**src/rtl/mda_pkg.sv**
```systemverilog
package mda_pkg;

    typedef enum logic [1:0] {
        OP_MUL  = 2'd0,
        OP_DIV  = 2'd1,
        OP_MAC  = 2'd2,
        OP_MAC2 = 2'd3
    } mda_op_e;

    typedef enum logic [1:0] {
        DV_IDLE = 2'd0,
        DV_RUN  = 2'd1,
        DV_DONE = 2'd2
    } div_state_e;

    localparam logic [2:0] IDX_CTRL = 3'd0;
    localparam logic [2:0] IDX_ALO  = 3'd1;
    localparam logic [2:0] IDX_AHI  = 3'd2;
    localparam logic [2:0] IDX_BLO  = 3'd3;
    localparam logic [2:0] IDX_BHI  = 3'd4;
    localparam logic [2:0] IDX_OVF  = 3'd5;

endpackage

```
**src/rtl/mda_mult.sv**
```systemverilog
module mda_mult #(
    parameter int OPW = 16
) (
    input  logic signed [OPW-1:0]   a,
    input  logic signed [OPW-1:0]   b,
    output logic signed [2*OPW-1:0] prod
);
    assign prod = a * b;
endmodule

```
**src/rtl/mda_divider.sv**
```systemverilog
module mda_divider
    import mda_pkg::*;
#(
    parameter int OPW = 16
) (
    input  logic           clk,
    input  logic           rst_n,
    input  logic           start,
    input  logic [OPW-1:0] dividend,
    input  logic [OPW-1:0] divisor,
    output logic           busy,
    output logic           done,
    output logic [OPW-1:0] quo_out,
    output logic [OPW-1:0] rem_out
);
    localparam int CNTW = $clog2(OPW);

    div_state_e      state_q, state_d;
    logic [CNTW-1:0] cnt_q;
    logic [OPW-1:0]  quo_q, rem_q, den_q;
    logic            neg_q;
    logic [OPW:0]    shifted, trial;

    assign shifted = {rem_q, quo_q[OPW-1]};
    assign trial   = shifted - {1'b0, den_q};

    // state register
    always_ff @(posedge clk or negedge rst_n) begin
        if (!rst_n) state_q <= DV_IDLE;
        else        state_q <= state_d;
    end

    // transitions: launch, run complete, retire
    always_comb begin
        state_d = state_q;
        unique case (state_q)
            DV_IDLE: if (start) state_d = DV_RUN;
            DV_RUN:  if (cnt_q == CNTW'(OPW-1)) state_d = DV_DONE;
            DV_DONE: state_d = DV_IDLE;
            default: state_d = DV_IDLE;
        endcase
    end

    // datapath
    always_ff @(posedge clk or negedge rst_n) begin
        if (!rst_n) begin
            cnt_q <= '0;
            quo_q <= '0;
            rem_q <= '0;
            den_q <= '0;
            neg_q <= 1'b0;
        end else if (state_q == DV_IDLE && start) begin
            neg_q <= dividend[OPW-1];
            quo_q <= dividend[OPW-1] ? (~dividend + 1'b1) : dividend;
            rem_q <= '0;
            den_q <= divisor;
            cnt_q <= '0;
        end else if (state_q == DV_RUN) begin
            cnt_q <= cnt_q + 1'b1;
            if (!trial[OPW]) begin
                rem_q <= trial[OPW-1:0];
                quo_q <= {quo_q[OPW-2:0], 1'b1};
            end else begin
                rem_q <= shifted[OPW-1:0];
                quo_q <= {quo_q[OPW-2:0], 1'b0};
            end
        end
    end

    // outputs
    always_comb begin
        busy    = (state_q != DV_IDLE);
        done    = (state_q == DV_DONE);
        quo_out = neg_q ? (~quo_q + 1'b1) : quo_q;
        rem_out = neg_q ? (~rem_q + 1'b1) : rem_q;
    end

    AST_DIV_DONE_AFTER_RUN: assert property (@(posedge clk) disable iff (!rst_n)
        (state_q == DV_DONE) |-> ($past(state_q) == DV_RUN));
    AST_DIV_REM_BELOW_DEN: assert property (@(posedge clk) disable iff (!rst_n)
        (state_q == DV_DONE) |-> (rem_q < den_q));
    AST_START_ONLY_IDLE: assert property (@(posedge clk) disable iff (!rst_n)
        start |-> (state_q == DV_IDLE));

endmodule

```
**src/rtl/mda_unit.sv**
```systemverilog
module mda_unit
    import mda_pkg::*;
#(
    parameter int OPW   = 16,
    parameter int ACCW  = 40,
    parameter int IDX_W = 3
) (
    input  logic             clk,
    input  logic             rst_n,
    input  logic [IDX_W-1:0] reg_idx,
    input  logic             reg_we,
    input  logic [7:0]       reg_wdata,
    output logic [7:0]       reg_rdata,
    output logic             busy
);
    localparam int PRODW     = 2 * OPW;
    localparam int RES_BYTES = ACCW / 8;
    localparam int EXTW      = ACCW + 2;

    mda_op_e              op_q;
    logic [OPW-1:0]       opa_q, opb_q, next_b;
    logic [ACCW-1:0]      result_q;
    logic                 ovf_q;
    logic                 wr_ok, launch, div_start, div_done, div_busy;
    logic signed [PRODW-1:0] prod;
    logic [EXTW-1:0]      mac_sum;
    logic                 mac_ovf;
    logic [OPW-1:0]       quo, rem;

    assign wr_ok     = reg_we && !div_busy;
    assign launch    = wr_ok && (reg_idx == IDX_BHI);
    assign next_b    = {reg_wdata, opb_q[7:0]};
    assign div_start = launch && (op_q == OP_DIV) && (next_b != '0);
    assign busy      = div_busy;

    mda_mult #(.OPW(OPW)) u_mult (
        .a    (opa_q),
        .b    (next_b),
        .prod (prod)
    );

    mda_divider #(.OPW(OPW)) u_div (
        .clk      (clk),
        .rst_n    (rst_n),
        .start    (div_start),
        .dividend (opa_q),
        .divisor  (next_b),
        .busy     (div_busy),
        .done     (div_done),
        .quo_out  (quo),
        .rem_out  (rem)
    );

    assign mac_sum = {2'b00, result_q} + {{(EXTW-PRODW){prod[PRODW-1]}}, prod};
    assign mac_ovf = (mac_sum[EXTW-1:ACCW] != 2'b00);

    always_ff @(posedge clk or negedge rst_n) begin
        if (!rst_n) begin
            op_q     <= OP_MUL;
            opa_q    <= '0;
            opb_q    <= '0;
            result_q <= '0;
            ovf_q    <= 1'b0;
        end else begin
            if (wr_ok) begin
                unique case (reg_idx)
                    IDX_CTRL: begin
                        op_q <= mda_op_e'(reg_wdata[1:0]);
                        if (reg_wdata[1]) begin
                            result_q <= '0;
                            ovf_q    <= 1'b0;
                        end
                    end
                    IDX_ALO: opa_q[7:0]     <= reg_wdata;
                    IDX_AHI: opa_q[OPW-1:8] <= reg_wdata;
                    IDX_BLO: opb_q[7:0]     <= reg_wdata;
                    IDX_BHI: begin
                        unique case (op_q)
                            OP_MUL: begin
                                result_q <= {{(ACCW-PRODW){prod[PRODW-1]}}, prod};
                                opb_q    <= '0;
                            end
                            OP_DIV: begin
                                opa_q <= '0;
                                opb_q <= '0;
                                if (next_b == '0) result_q <= '0;
                            end
                            default: begin
                                result_q <= mac_sum[ACCW-1:0];
                                if (mac_ovf) ovf_q <= 1'b1;
                                opb_q    <= '0;
                            end
                        endcase
                    end
                    default: ;
                endcase
            end
            if (div_done)
                result_q <= {{(ACCW-PRODW){1'b0}}, rem, quo};
        end
    end

    always_comb begin
        reg_rdata = 8'h00;
        for (int i = 0; i < RES_BYTES; i++)
            if (reg_idx == IDX_W'(i)) reg_rdata = result_q[8*i +: 8];
        if (reg_idx == IDX_OVF) reg_rdata = {ovf_q, 7'b0};
    end

    AST_OVF_STICKY: assert property (@(posedge clk) disable iff (!rst_n)
        (ovf_q && !(wr_ok && reg_idx == IDX_CTRL && reg_wdata[1])) |=> ovf_q);
    AST_OPB_CLEARED: assert property (@(posedge clk) disable iff (!rst_n)
        launch |=> (opb_q == '0));
    AST_RESULT_HELD_BUSY: assert property (@(posedge clk) disable iff (!rst_n)
        (div_busy && !div_done) |=> $stable(result_q));
    AST_OVF_READ_CODE: assert property (@(posedge clk) disable iff (!rst_n)
        (reg_idx == IDX_OVF) |-> (reg_rdata == 8'h80 || reg_rdata == 8'h00));
    AST_DIV_HIGH_ZERO: assert property (@(posedge clk) disable iff (!rst_n)
        div_done |=> (result_q[ACCW-1:PRODW] == '0));

endmodule

```
**config.mk**
```make
export PLATFORM = sky130hd
export DESIGN_NAME = mda_unit
export DESIGN_NICKNAME = d
export VERILOG_FILES = /design/src/rtl/mda_pkg.sv /design/src/rtl/mda_mult.sv /design/src/rtl/mda_divider.sv /design/src/rtl/mda_unit.sv
export SDC_FILE = /design/constraint.sdc
export NUM_CORES = 1
export LEC_CHECK = 0
export CAP_MARGIN = 30
export CORE_AREA = 2 2 140 278
export DETAILED_ROUTE_END_ITERATION = 12
export DIE_AREA = 0 0 142 280
export GPL_TIMING_DRIVEN = 1
export PLACE_DENSITY = 0.66
export SETUP_SLACK_MARGIN = 0.4
export SLEW_MARGIN = 20
export SYNTH_ARGS = -nofsm -noshare
export SYNTH_HDL_FRONTEND = slang
export SYNTH_SLANG_ARGS = --single-unit
```
**constraint.sdc**
```tcl
create_clock -name clk -period 22.2 [get_ports clk]
set_clock_uncertainty 0.15 [all_clocks]
set_input_delay 2.22 -clock clk [delete_from_list [all_inputs] [get_ports clk]]
set_output_delay 2.22 -clock clk [all_outputs]
set_load 0.005 [all_outputs]
```
==> flow_metrics.env <==
export IMPL_yosysMostFrequentCell="inv_1"
export IMPL_routabilityCongestion=0.9345
export IMPL_max_freq_mhz=85.51
export IMPL_htree_levels=4
export IMPL_grt_pass1_vias=17420
export IMPL_io_pins=23
export IMPL_status="complete, no violations"
export IMPL_core_sq_mm=0.03779
export IMPL_cts_sinks=122
export IMPL_drtIter0Drc=813
export IMPL_synth_cells=2231
export IMPL_clock_latency_ps=440
export IMPL_worst_setup_path_type="in2reg"
export IMPL_die_y_microns=280
export IMPL_hold_viol_final=0
export IMPL_avgSynthCellArea_sq_um=8.685
export IMPL_final_layout_size_suffix_gt1_share_pct=4.673
export IMPL_synthToLayoutAreaGrowth_pct=6.225
export IMPL_yosys_top_cells_count="343 x inv_1, 287 x nand2_1, 264 x fa_1"
export IMPL_clock_root_buffer="clkbuf_16"
export IMPL_critPathArrivalTime_ps=11860
export IMPL_cts_tree="built"
export IMPL_dieArea_sq_mm=0.03976
export IMPL_vias=16030
export IMPL_cp_end_kind="register"
export IMPL_ys_seq_elements=122
export IMPL_rows=101
export IMPL_required_ps=22360
export IMPL_drt_wirelength_per_cell_microns=22.03
export IMPL_max_slew_margin_rel_pct=28.67
export IMPL_yosysSeqAreaShare_pct=15.76
export IMPL_crit_slowest_cell="clkdlybuf4s50_1"
export IMPL_antenna_found_initial=1
export IMPL_synthArstFlopShare_pct=100.0
export IMPL_detail_route_antenna_nets=0
export IMPL_dp_hpwl_microns=46680
export IMPL_grt_pass1_wl_microns=92090
export IMPL_post_cts_buffers=0
export IMPL_synth_top_area_share_pct=27.27
export IMPL_path_max_fanout=19
export IMPL_io_buffers=22
export IMPL_fin_setup_tns_ps=0
export IMPL_start_util_pct=51.28
export IMPL_first_pass_iters=5
export IMPL_die_w_microns=142
export IMPL_fillCellCount=3473
export IMPL_clk_pin_slew_ps=60
export IMPL_reg2reg_slack_ps=12080
export IMPL_grtUsageTotal_pct=30.44
export IMPL_ctsHoldBuffers=0
export IMPL_grt_max_degree=75
export IMPL_viasPerCell=6.009
export IMPL_post_cts_resize_count=0
export IMPL_antenna_cells=0
export IMPL_ys_warn_count=0
export IMPL_synth_edf_count=0
export IMPL_numCtsBuffers=17
export IMPL_synth_area_leaders="fa_1 27%, dfrtp_1 16%, ha_1 9.4%"
export IMPL_synth_largest_area_cell="fa_1"
export IMPL_synth_main_ff_cell="dfrtp_1"
export IMPL_clockBufferDepth=2
export IMPL_grt_overflow=0
export IMPL_maxCapViolCount=0
export IMPL_drc=0
export IMPL_routed_wl_microns=58750
export IMPL_setup_violations=0
export IMPL_drv_slew=0
export IMPL_tightest_slew_ps=1067
export IMPL_multiInputGateArea_sq_mm=0.01465
export IMPL_netlist_area_sq_mm=0.01938
export IMPL_final_min_clock_period_ps=11690
export IMPL_num_nets_final=2615
export IMPL_critPathMaxStageDelay_ps=970
export IMPL_rsz0062_at_grt="false"
export IMPL_critPathLaunchType="input port"
export IMPL_syn_num_nets=2654
export IMPL_path_common_cell="fa_1"
export IMPL_hold_class="reg2reg"
export IMPL_fin_crit_sh_pct=52.68
export IMPL_ys_types=68
export IMPL_seq_area_sq_mm=0.003053
==> worst max-delay path, delay by kind of cell <==
kind / cells / cell delay, ps
fa+ha+maj: 8 / 3710
compound gates: 11 / 3390
buf+inv: 5 / 1180
simple gates: 4 / 890
xor+xnor: 1 / 310
mux: 1 / 130
==> cell families (layout without fill, tap and decap cells) <==
group,count (synthesis),after routing,share of synthesized area [%]
compound gates,436,436,14.60
xor+xnor,120,120,5.592
fa+ha+maj,409,409,36.64
buf+inv,451,424,8.775
flops,122,122,15.76
mux,47,47,2.854
simple gates,646,646,15.79
==> cells in the final DEF (no fill, tap or decap), types with 7 or more instances in the layout <==
cell type,instances
or3_1,14
o211ai_1,9
xnor2_1,67
a221oi_1,13
a221o_1,11
and3_1,13
or2_2,7
dfrtp_1,122
nand4_1,8
buf_4,25
clkbuf_16,17
fa_1,264
mux2i_1,26
and2_1,126
ha_1,145
o21ai_0,134
nand2_1,287
a31oi_1,14
o21bai_1,11
xor2_1,51
a22oi_1,20
nand3_1,32
nor2_1,84
mux2_2,16
a22o_1,9
o31ai_1,11
a21oi_1,90
o21a_1,10
nand2b_1,23
a21o_1,30
o22ai_1,8
clkinvlp_4,8
inv_1,343
a211oi_1,17
nor2b_1,12
nor3_1,24
clkdlybuf4s50_1,21
==> layer usage <==
| metal | GRT usage (%) | wire [microns] | up-vias |
|---|---|---|---|
| met5 | 0 | 16 | - |
| met4 | 22.62 | 4920 | 2 |
| met3 | 4.625 | 2475 | 268 |
| met2 | 57.45 | 32110 | 554 |
| met1 | 29.03 | 19230 | 7988 |
| li1 | - | - | 7213 |
==> path summary, 6_finish.rpt <==
| kind | from | endpoint | depth (start not counted) |
|---|---|---|---|
| setup / recovery | reg_wdata[2] | ovf_q | 30 |
| hold / removal | u_div.den_q[7] | u_div.den_q[7] | 1 |
| setup reg to reg | opb_q[6] | ovf_q | 31 |
| hold reg to reg | u_div.den_q[7] | u_div.den_q[7] | 1 |
| max in group asynchronous | rst_n | result_q[8] | 3 |
| min in group asynchronous | rst_n | result_q[37] | 1 |
==> area by class of cell <==
cell class                      count  area share (%)
Multi-Input combinational cell   1658           71.17
Clock inverter                     12          0.4620
Clock buffer                       19           2.152
Inverter                          343           6.255
Timing Repair Buffer               50           2.310
Tap cell                          463           2.814
Sequential cell                   122           14.83
==> stage by stage <==
step | instance area (sq um) | hold slack (ps) | cells | setup slack (ps) | utilization (%)
after global routing | 20580 | 364.0 | 2667 | 10070 | 54.48
after detailed placement | 19980 | 343.2 | 2632 | 10270 | 52.87
after global placement | 19950 | 338.1 | 2630 | 10060 | 52.79
after CTS | 20510 | 356.3 | 2663 | 10700 | 54.29
final | 20580 | 355.1 | 2667 | 10510 | 54.48
after floorplan | 19380 | 299.8 | 2231 | 11160 | -
==> state kept, by name, indices dropped and copies added (netlist names) <==
name,flops
ovf_q,1
result_q,40
u_div.den_q,16
u_div.rem_q,16
op_q,2
u_div.quo_q,16
opa_q,16
u_div.state_q,2
u_div.neg_q,1
u_div.cnt_q,4
opb_q,8
Power is not shown: default switching activity piles up to over one toggle a cycle in this logic, so the estimate is an artifact.
